File: config.mk
export PLATFORM = sky130hd
export DESIGN_NAME = uart_irq_encoder
export DESIGN_NICKNAME = d
export VERILOG_FILES = /design/src/rtl/uart_irq_pkg.sv /design/src/rtl/uart_irq_evt_latch.sv /design/src/rtl/uart_irq_prio.sv /design/src/rtl/uart_irq_encoder.sv
export SDC_FILE = /design/constraint.sdc
export NUM_CORES = 1
export LEC_CHECK = 0
export BUFFER_PORTS_ARGS = -buffer_cell sky130_fd_sc_hd__buf_2
export CAP_MARGIN = 20
export CORE_AREA = 2 2 39 41
export CTS_CLUSTER_DIAMETER = 40
export DETAILED_ROUTE_END_ITERATION = 8
export DIE_AREA = 0 0 41 43
export PLACE_DENSITY = 0.82
export SKIP_LAST_GASP = 1
export SYNTH_ARGS = -nofsm -noshare
export SYNTH_HDL_FRONTEND = slang
export SYNTH_SLANG_ARGS = --single-unit
File: constraint.sdc
create_clock -name clk -period 2.2 [get_ports clk]
set_input_delay 0.55 -clock clk [delete_from_list [all_inputs] [get_ports clk]]
set_output_delay 0.55 -clock clk [all_outputs]
set_load 0.1 [all_outputs]
File: src/rtl/uart_irq_pkg.sv
package uart_irq_pkg;
   localparam int NSRC     = 7;
   localparam int CODE_W   = 6;
   localparam int SRC_LSR  = 0;
   localparam int SRC_TMO  = 1;
   localparam int SRC_RXD  = 2;
   localparam int SRC_THR  = 3;
   localparam int SRC_MDM  = 4;
   localparam int SRC_XOFF = 5;
   localparam int SRC_FLOW = 6;
   // sources held in sticky flags; the rest are live levels
   localparam logic [NSRC-1:0] EVT_MASK = 7'b111_1000;
   localparam logic [CODE_W-1:0] CODE_IDLE = 6'h01;

   function automatic logic [CODE_W-1:0] src_code(input int idx);
      case (idx)
         SRC_LSR:  return 6'h06;
         SRC_TMO:  return 6'h0C;
         SRC_RXD:  return 6'h04;
         SRC_THR:  return 6'h02;
         SRC_MDM:  return 6'h00;
         SRC_XOFF: return 6'h10;
         SRC_FLOW: return 6'h20;
         default:  return CODE_IDLE;
      endcase
   endfunction
endpackage

File: src/rtl/uart_irq_evt_latch.sv
module uart_irq_evt_latch (
   input  logic clk,
   input  logic rst_n,
   input  logic set_i,
   input  logic clr_i,
   output logic q_o
);
   // a new event outranks a clear in the same cycle
   always_ff @(posedge clk or negedge rst_n) begin
      if (!rst_n)      q_o <= 1'b0;
      else if (set_i)  q_o <= 1'b1;
      else if (clr_i)  q_o <= 1'b0;
   end
endmodule

File: src/rtl/uart_irq_prio.sv
module uart_irq_prio
   import uart_irq_pkg::*;
(
   input  logic [NSRC-1:0]   req_i,
   output logic [NSRC-1:0]   grant_o,
   output logic [CODE_W-1:0] code_o
);
   // index 0 ranks highest: walk from the lowest rank upward, last hit wins
   always_comb begin
      grant_o = '0;
      code_o  = CODE_IDLE;
      for (int i = NSRC - 1; i >= 0; i--) begin
         if (req_i[i]) begin
            grant_o    = '0;
            grant_o[i] = 1'b1;
            code_o     = src_code(i);
         end
      end
   end
endmodule

File: src/rtl/uart_irq_encoder.sv
module uart_irq_encoder
   import uart_irq_pkg::*;
#(
   parameter int ID_W           = 6,
   parameter bit IRQ_ACTIVE_LOW = 1'b0
) (
   input  logic            clk,
   input  logic            rst_n,
   input  logic [6:0]      ien_i,
   input  logic            lsr_err_i,
   input  logic            rx_tmo_i,
   input  logic            rx_trig_i,
   input  logic            thr_empty_set_i,
   input  logic            modem_set_i,
   input  logic            xoff_set_i,
   input  logic            flow_set_i,
   input  logic            thr_wr_i,
   input  logic            msr_rd_i,
   input  logic            iir_rd_i,
   output logic [ID_W-1:0] iir_o,
   output logic            irq_o
);
   localparam int PAD_W = (ID_W > CODE_W) ? ID_W - CODE_W : 1;

   if (ID_W < CODE_W) begin : g_bad_width
      $error("uart_irq_encoder: ID_W must be at least 6");
   end

   logic [NSRC-1:0]   lvl_vec, set_vec, clr_vec, raw, pend, grant;
   logic [CODE_W-1:0] live_code, snap_code, shown_code;
   logic              rd_q, rd_start;

   assign rd_start = iir_rd_i & ~rd_q;

   always_comb begin
      lvl_vec           = '0;
      lvl_vec[SRC_LSR]  = lsr_err_i;
      lvl_vec[SRC_TMO]  = rx_tmo_i;
      lvl_vec[SRC_RXD]  = rx_trig_i;
      set_vec           = '0;
      set_vec[SRC_THR]  = thr_empty_set_i;
      set_vec[SRC_MDM]  = modem_set_i;
      set_vec[SRC_XOFF] = xoff_set_i;
      set_vec[SRC_FLOW] = flow_set_i;
      clr_vec           = '0;
      clr_vec[SRC_THR]  = thr_wr_i | (rd_start & grant[SRC_THR]);
      clr_vec[SRC_MDM]  = msr_rd_i;
      clr_vec[SRC_XOFF] = rd_start & grant[SRC_XOFF];
      clr_vec[SRC_FLOW] = rd_start & grant[SRC_FLOW];
   end

   for (genvar i = 0; i < NSRC; i++) begin : g_src
      if (EVT_MASK[i]) begin : g_evt
         uart_irq_evt_latch u_flag (
            .clk   (clk),
            .rst_n (rst_n),
            .set_i (set_vec[i]),
            .clr_i (clr_vec[i]),
            .q_o   (raw[i])
         );
      end else begin : g_lvl
         assign raw[i] = lvl_vec[i];
      end
   end

   assign pend = raw & ien_i;

   uart_irq_prio u_prio (
      .req_i   (pend),
      .grant_o (grant),
      .code_o  (live_code)
   );

   always_ff @(posedge clk or negedge rst_n) begin
      if (!rst_n) begin
         rd_q      <= 1'b0;
         snap_code <= CODE_IDLE;
      end else begin
         rd_q <= iir_rd_i;
         if (rd_start) snap_code <= live_code;
      end
   end

   assign shown_code = rd_q ? snap_code : live_code;

   if (ID_W > CODE_W) begin : g_pad
      assign iir_o = {{PAD_W{1'b0}}, shown_code};
   end else begin : g_nopad
      assign iir_o = shown_code;
   end

   if (IRQ_ACTIVE_LOW) begin : g_irq_low
      assign irq_o = ~(|pend);
   end else begin : g_irq_high
      assign irq_o = |pend;
   end
endmodule

Word-level counts from Yosys, hierarchy flattened --
Cells that the tools add are included.
Storage, ports and cells: bits in latches 0, flip-flop bits (word level) 11, output and inout port bits 7, bits in writable memories 0, memories 0, logic and storage cells 41, bits in read-only memories 0, input port bits 19
Operators by class: bitwise operators 7, shift operators 0, divide/modulo/power cells 0, mux-type cells 23, multipliers 0, add/sub/neg operators 0, reduce and logical (&&, ||, !) cells 5, order comparisons 0, eq/ne operators 0
Operators with widths (count):
- 7-bit two-way mux | 7
- 6-bit two-way mux | 8
- 1-bit two-way mux | 8
- 2-bit nonzero test | 4
- 7-bit AND | 1
- 7-bit OR reduction | 1
- 1-bit AND | 4
- 1-bit NOT | 1
- 1-bit OR | 1

Longest topological paths before layout --
Gate-level depths: netlist (run 1).
word-level depth 12, mapped depth 4

By module --
Synthesis (run 1) repeated with hierarchy kept, for this count alone.
Unflattened totals: cell total of the unflattened synthesis 64, area total of the unflattened synthesis 723.2 sq um
Modules (own cells, without submodules):
- uart_irq_encoder | cells each 36, area an instance 434.2 sq um, times used 1
- uart_irq_evt_latch | cells each 3, area an instance 36.3 sq um, times used 4
- uart_irq_prio | cells each 16, area an instance 143.9 sq um, times used 1

Worst setup path before layout (run 1) --
OpenSTA, ideal clock, no wires.
kind in2out, from in rx_trig_i, to out iir_o[0], path slack -1892 ps, buffers on the path 0, arrival time 3542 ps, stages on the path 3, path through a222oi_1 -> nand3_2 -> o21ai_1
Between the ends: longest elaborated chain between the ends 5
RTL lines:
- from (decl) | RTL line uart_irq_encoder.sv:12 | input logic rx_trig_i,
- 7-bit AND | RTL line uart_irq_encoder.sv:66 | assign pend = raw & ien_i;
- 6-bit two-way mux (3 in a row) | RTL line uart_irq_prio.sv:13 | if (req_i[i]) begin
- 6-bit two-way mux | RTL line uart_irq_encoder.sv:84 | assign shown_code = rd_q ? snap_code : live_code;
- to (decl) | RTL line uart_irq_encoder.sv:20 | output logic [ID_W-1:0] iir_o,
Every way passes these cells.

Final worst setup path (run 1) --
from in ien_i[2], to out iir_o[4]
Between the ends: longest elaborated chain between the ends 5
RTL lines:
- from (decl) | RTL line uart_irq_encoder.sv:9 | input logic [6:0] ien_i,
- 7-bit AND | RTL line uart_irq_encoder.sv:66
- 6-bit two-way mux (3 in a row) | RTL line uart_irq_prio.sv:13
- 6-bit two-way mux | RTL line uart_irq_encoder.sv:84
Every way passes these cells.

==> impl_metrics.toml, run 1 <==
[status]
status = "finished with violations"
violations = "negative setup slack"

[grt]
grt_pass1_vias = 585
antenna_found_initial = 0
grt_max_degree = 12
grt_pass1_wl_um = 2370
grt_overflow = 0
grt_usage_pct = 20.2

[sta]
period_minus_slack_ns = 2.29
hold_violations = 0
rsz0062_at_grt = "yes"
finalSetupViolCount = 3
max_freq_mhz = 437
fin_crit_sh_pct = 104
finalWorstSetupSlack_ns = -0.0891
maxSlewHeadroom_pct = 76.4
worst_clock_skew_ns = 0.00361
slew_viol_final = 0
tightest_slew_ns = 0.355
tns_ns = -0.143

[route]
num_vias = 588
drc_errors = 0
drt-total-wl_um = 1490
postRouteAntennaNets = 0
dr.pass1.iters = 4
routedWlPerCell_um = 13.5
drt-initial-drc-count = 31
vias_per_cell = 5.30

[placed_design]
io_buffer_count = 25
dpl.hpwl_um = 1130
placed_area_um2 = 861
gp_congestion = 0.736

[logic_synthesis]
yosysWarnings = 0
netlist_area_um2 = 551
syn_avg_cell_area_um2 = 9.49
syn-num-nets = 77
seq_area_frac_synth_pct = 50.2
syn_inst = 58
ys_ff_latch = 11
yosysUniqueCellTypes = 20

[setup_path]
r2r-end = "snap_code[1]"
cp-end-kind = "output pin"
reg2reg_depth = 3
reg2reg_from = "rd_q"
worstPathRequired_ns = 1.65
regToRegSetupSlack_ns = 0.73
path_class = "in -> out"
critPathLaunchType = "primary input"
crit_start = "ien_i[2]"
endpoint = "iir_o[4]"
critPathArrivalTime_ns = 1.74
path_max_fanout = 5

[finish]
mostFrequentLayoutCells = "buf_2 (15), nand2_1 (11), buf_4 (11), dfrtp_1 (10), buf_12 (5)"
regArea_um2 = 277
multi_input_area_um2 = 309
n_antenna_cell = 0
fillCellCount = 105
syn2layout_area_growth_pct = 71.8
drive_gt1_share_pct = 51.6
final_cell_area_um2 = 946
layout_commonest_cell = "buf_2"
fin_nets = 115

[clock_tree]
numCtsBuffers = 3
path_clk_slew_ns = 0.07
clock_latency_ns = 0.27
cts_tree = "built"
ctsHoldBuffers = 0
clk_path_buf_depth = 2
clock-sinks = 11
h-tree-depth = 1
root_buffer = "clkbuf_4"

[die]
core_um2 = 1380
die_x_um = 41
fp.dieH_um = 43
placementRows = 14
num_io_pins = 26
initial_core_util_pct = 39.8
die_area_um2 = 1760

[power_and_ir_drop]
ir_drop_v = 0.000411
fin_total_pwr_mw = 0.590
powerDensity_nw_per_um2 = 624
leakage_nw = 0.422

[min_path]
hold_class = "in -> async"

[job]
max-cap-violations = 0
[state kept, by name (all words and copies together) (netlist names)]
signal                  cells
snap_code                   6
rd_q                        1
g_src.g_evt.u_flag.q_o      4
[critical path, cell delays in order]
cell and delay [ns]:
buf_6 0.09, a222oi_1 0.31, buf_4 0.21, nand4_1 0.18, o21ai_4 0.20, buf_12 0.19
[where the power goes]
group / internal [mW] / switching (mW)
clock network: 0.0702 / 0.0678
logic: 0.0884 / 0.135
registers: 0.218 / 0.0109
[per-layer routing]
| layer | vias to the layer above | global-route usage [%] | wire length, µm |
|---|---|---|---|
| met1 | 273 | 22.7 | 585 |
| met4 | 0 | 8.00 | 20 |
| li1 | 284 | - | - |
| met5 | - | 0 | 0 |
| met2 | 29 | 34.4 | 779 |
| met3 | 2 | 4.71 | 108 |
[cells in the mapped netlist]
cell / number / area share (%)
a31o_1: 1 / 1.6
o21ai_0: 4 / 3.6
o21ai_1: 6 / 5.5
mux2_2: 2 / 4.1
clkbuf_1: 2 / 1.4
a21boi_0: 1 / 1.4
a22o_2: 1 / 1.8
nand3_2: 1 / 1.8
nand2b_1: 1 / 1.1
mux2i_1: 1 / 1.8
nand3_1: 2 / 1.8
a22oi_1: 2 / 2.7
dfstp_2: 1 / 4.8
inv_1: 3 / 2.0
nor2b_1: 1 / 1.1
a222oi_1: 1 / 1.8
dfrtp_1: 10 / 45
nand4_1: 4 / 4.5
a21o_1: 3 / 4.1
nand2_1: 11 / 7.5
[how the worst min path moves through the flow]
stage | cells past startpoint | end | slack, ns | start
floorplan | 0 | g_src[3].g_evt.u_flag.q_o | 0.25 | rst_n
global placement | 1 | rd_q | 0.43 | rst_n
finish | 1 | snap_code[5] | 0.13 | rst_n
global route | 1 | snap_code[5] | 0.14 | rst_n
detailed placement | 1 | snap_code[1] | 0.43 | rst_n
CTS | 1 | snap_code[5] | 0.14 | rst_n
[metrics by stage]
step | hold WS [ns] | setup slack (ns) | utilization (%) | std cells
after detailed placement | 0.432 | -0.128 | 62.2 | 104
after floorplan | 0.254 | -0.845 | - | 58
final | 0.132 | -0.0891 | 68.4 | 111
after global placement | 0.427 | -0.0852 | 62.2 | 104
after global routing | 0.144 | -0.185 | 68.4 | 111
after CTS | 0.145 | -0.0892 | 66.2 | 110
[repair_timing]
| item | CTS | global route |
|---|---|---|
| hold endpoints to repair | 0 | 0 |
| gates resized for setup | 3 | 6 |
| setup endpoints to repair | 4 | 5 |
| pin swaps | 2 | 2 |
| setup buffers | 2 | 1 |
[cells by family (layout without fill, tap and decap cells)]
logic type	after synthesis	in the layout	share of synthesized area [%]
AOI/OAI and AO/OA	19	19	22.5
DFF	11	11	50.2
buffers and inverters	5	42	3.41
muxes	3	3	5.91
and+or+nand+nor	20	20	18.0
[layout make-up]
| type | count | area share, % |
|---|---|---|
| multi-input combinational | 42 | 32.7 |
| tap | 16 | 2.12 |
| clock buffer | 4 | 2.78 |
| inverter | 3 | 1.19 |
| timing repair buffer | 35 | 32.0 |
| sequential | 11 | 29.2 |
Power figures use the tool's default switching activity.
==> inputs of run 2 (changes only) <==
- CTS_BUF_LIST: unset -> sky130_fd_sc_hd__clkbuf_8 sky130_fd_sc_hd__clkbuf_16
- SETUP_SLACK_MARGIN: unset -> 0.15
==> impl_metrics.toml, run 2 (same netlist as run 1, synthesis figures left out) <==
[sta]
hold_violations = 0
tns_ns = -0.327
finalSetupViolCount = 4
maxSlewHeadroom_pct = 77.0
finalWorstSetupSlack_ns = -0.123
slew_viol_final = 0
rsz0062_at_grt = "yes"
worst_clock_skew_ns = 0.00131
period_minus_slack_ns = 2.32
fin_crit_sh_pct = 106
tightest_slew_ns = 0.345
max_freq_mhz = 430
timing.hold.ws_ns = 0.167

[finish]
final_cell_area_um2 = 1010
layout_commonest_cell = "buf_2"
mostFrequentLayoutCells = "buf_2 (16), nand2_1 (11), buf_4 (11), dfrtp_1 (10), buf_12 (6)"
fillCellCount = 98
fin_nets = 118
final_util_pct = 72.9
drive_gt1_share_pct = 54.1
n_antenna_cell = 0
final_cells = 114
regMostFlops = "snap_code"
largest_reg_flops = 6
reg_top3 = "snap_code x6, g_src.g_evt.u_flag.q_o x4, rd_q x1"
syn2layout_area_growth_pct = 83.2

[setup_path]
path_class = "in -> out"
cp-end-kind = "output pin"
critPathLaunchType = "primary input"
critPathArrivalTime_ns = 1.77
path_max_fanout = 4
reg2reg_depth = 3
worstPathRequired_ns = 1.65

[grt]
antenna_found_initial = 0
grt_max_degree = 12
grt_pass1_wl_um = 2260
grt_pass1_vias = 571
grt_overflow = 0
grt_usage_pct = 19.9

[placed_design]
gp_congestion = 0.759
dp_slack_ns = -0.127
io_buffer_count = 25
placed_area_um2 = 861
dpl.hpwl_um = 1040
dpl.cell_count = 104

[power_and_ir_drop]
fin_total_pwr_mw = 0.667
powerDensity_nw_per_um2 = 661
ir_drop_v = 0.000460
leakage_nw = 0.460

[route]
num_vias = 622
vias_per_cell = 5.46
drt-initial-drc-count = 25
routedWlPerCell_um = 14.0
dr.pass1.iters = 4
drt-total-wl_um = 1590
drc_errors = 0
postRouteAntennaNets = 0

[clock_tree]
numCtsBuffers = 3
clock_latency_ns = 0.24
h-tree-depth = 1
ctsHoldBuffers = 0
path_clk_slew_ns = 0.05
clock-sinks = 11
cts_tree = "built"
clk_path_buf_depth = 2
root_buffer = "clkbuf_8"

[min_path]
hold_class = "in -> async"

[status]
violations = "negative setup slack"
status = "finished with violations"

[die]
num_io_pins = 26
fp.dieH_um = 43
die_x_um = 41
die_area_um2 = 1760
core_um2 = 1380
placementRows = 14
initial_core_util_pct = 39.8

[job]
max-cap-violations = 0
run 2: area by class of cell:
class / instances / area [µm²] / area share (%)
Inverter: 3 / 11.3 / 1.12
Clock inverter: 1 / 3.75 / 0.372
Timing Repair Buffer: 38 / 339 / 33.6
Tap cell: 16 / 20.0 / 1.99
Sequential cell: 11 / 277 / 27.4
Multi-Input combinational cell: 42 / 317 / 31.4
Clock buffer: 3 / 41.3 / 4.09
run 2: repair_timing:
item | CTS | global route
gates resized for setup | 9 | 6
hold endpoints to repair | 0 | 0
pin swaps | 5 | 0
setup buffers | 4 | 2
setup endpoints to repair | 6 | 6
run 2: layer usage:
layer | share of wire [%] | wire length, µm | GRT usage [%] | up-vias
met3 | 4.1 | 66 | 6.28 | 6
met5 | 0 | 0 | 0 | -
met4 | 2.8 | 44 | 14.0 | 0
met1 | 41 | 658 | 22.9 | 303
li1 | - | - | - | 292
met2 | 52 | 822 | 29.4 | 21
run 2: worst max-delay path, stage by stage:
cell	delay, ns
buf_6	0.09
a222oi_1	0.34
buf_4	0.21
nand4_1	0.18
o21ai_4	0.21
buf_12	0.19
run 2: final timing paths:
path	startpoint	endpoint	slack (ns)
worst max-delay path	ien_i[2]	iir_o[5]	-0.12
worst min-delay path	rst_n	snap_code[3]	0.17
worst max register to register	rd_q	snap_code[1]	0.74
worst min register to register	snap_code[0]	snap_code[0]	0.48
max in group asynchronous	rst_n	snap_code[0]	1.77
min in group clk	iir_rd_i	rd_q	0.45
run 2: report_power, final:
group	total [mW]	internal (mW)	switching (mW)
sequential	0.229	0.218	0.0104
combinational	0.238	0.0984	0.140
clock	0.200	0.123	0.0772
==> inputs of run 3 (changes only) <==
- CTS_BUF_LIST: sky130_fd_sc_hd__clkbuf_8 sky130_fd_sc_hd__clkbuf_16 -> sky130_fd_sc_hd__clkbuf_2
==> impl_metrics.toml, run 3 (same netlist as run 1, synthesis figures left out) <==
[setup_path]
cp-end-kind = "output pin"
crit_family = "compound AO/OA/AOI/OAI gates"
crit_chain = "buf_2 -> a222oi_1 -> buf_4 -> nand4_1 -> o21ai_4 -> buf_12"
worstPathRequired_ns = 1.65
cp_num_cells = 6
reg2reg_depth = 4
path_max_fanout = 4
critPathLaunchType = "primary input"
regToRegSetupSlack_ns = 0.73
cp_slowest_cell = "a222oi_1"
critPathArrivalTime_ns = 1.80
cp_slowest_stage_delay_ns = 0.37
path_buf_inv = 3
path_class = "in -> out"

[die]
die_area_um2 = 1760
placementRows = 14
die_x_um = 41
num_io_pins = 26
core_um2 = 1380
initial_core_util_pct = 39.8
fp.dieH_um = 43

[clock_tree]
numCtsBuffers = 3
path_clk_slew_ns = 0.12
clock_latency_ns = 0.27
clock-sinks = 11
cts_tree = "built"
root_buffer = "clkbuf_2"
h-tree-depth = 1
clk_path_buf_depth = 2

[sta]
max_freq_mhz = 425
timing.hold.ws_ns = 0.113
period_minus_slack_ns = 2.35
hold_violations = 0
fin_crit_sh_pct = 107
tns_ns = -0.460
slew_viol_final = 0
maxSlewHeadroom_pct = 76.2
finalSetupViolCount = 4
rsz0062_at_grt = "yes"
tightest_slew_ns = 0.357
worst_clock_skew_ns = 0.0100
finalWorstSetupSlack_ns = -0.154

[grt]
antenna_found_initial = 0
grt_overflow = 0
grt_pass1_wl_um = 2340
grt_usage_pct = 19.9
grt_pass1_vias = 563
grt_max_degree = 12

[route]
drt-total-wl_um = 1590
dr.pass1.iters = 6
vias_per_cell = 5.45
drt-initial-drc-count = 21
num_vias = 621
postRouteAntennaNets = 0
routedWlPerCell_um = 13.9
drc_errors = 0

[job]
max-cap-violations = 0

[power_and_ir_drop]
ir_drop_v = 0.000391
powerDensity_nw_per_um2 = 590
leakage_nw = 0.453

[finish]
reg_top3 = "snap_code x6, g_src.g_evt.u_flag.q_o x4, rd_q x1"
n_antenna_cell = 0
regMostFlops = "snap_code"
final_cell_area_um2 = 991
syn2layout_area_growth_pct = 80.0
mostFrequentLayoutCells = "buf_2 (16), nand2_1 (11), buf_4 (11), dfrtp_1 (10), buf_12 (6)"
layout_commonest_cell = "buf_2"
largest_reg_flops = 6
fin_nets = 118
drive_gt1_share_pct = 55.1

[placed_design]
placed_area_um2 = 861
dp_slack_ns = -0.127
gp_congestion = 0.759
dpl.hpwl_um = 1040
io_buffer_count = 25

[status]
violations = "negative setup slack"
status = "finished with violations"

[min_path]
hold_class = "in -> async"
run 3: metrics by stage:
stage / instances / power [mW] / util [%]
floorplan: 58 / 0.357 / -
global placement: 104 / 0.434 / 62.2
detailed placement: 104 / 0.437 / 62.2
CTS: 112 / 0.575 / 68.2
global route: 114 / 0.611 / 71.6
finish: 114 / 0.585 / 71.6
run 3: area by class of cell:
class	count	area (µm²)
Sequential cell	11	277
Fill cell	101	393
Inverter	3	11.3
Timing Repair Buffer	38	339
Tap cell	16	20.0
Clock buffer	4	20.0
Multi-Input combinational cell	42	324
run 3: path summary, 6_finish.rpt:
| check | endpoint | startpoint |
|---|---|---|
| min | snap_code[3] | rst_n |
| min in group clk | rd_q | iir_rd_i |
| max in group asynchronous | snap_code[0] | rst_n |
| max | iir_o[5] | rx_tmo_i |
| min reg2reg | snap_code[0] | snap_code[0] |
| max reg2reg | g_src[3].g_evt.u_flag.q_o | rd_q |
run 3: report_power, final:
part           switching, mW  internal (mW)  total [mW]
clock network         0.0736         0.0482       0.122
logic                  0.139         0.0968       0.236
registers            0.00987          0.218       0.227
total                  0.222          0.363       0.585
run 3: metal layers:
metal | vias up | track usage [%] | part of all wire [%]
li1 | 295 | - | -
met1 | 303 | 26.2 | 42
met2 | 21 | 29.1 | 52
met3 | 2 | 4.71 | 4.1
met4 | 0 | 10.0 | 1.5
met5 | - | 0 | 0
run 3: repair_timing:
| action | 4_1_cts | 5_1_grt |
|---|---|---|
| hold endpoints to repair | 0 | 0 |
| gates resized for setup | 9 | 7 |
| setup buffers | 4 | 2 |
| pin swaps | 5 | 3 |
| hold buffers | 0 | 0 |
| endpoints found under the setup margin | 6 | 6 |
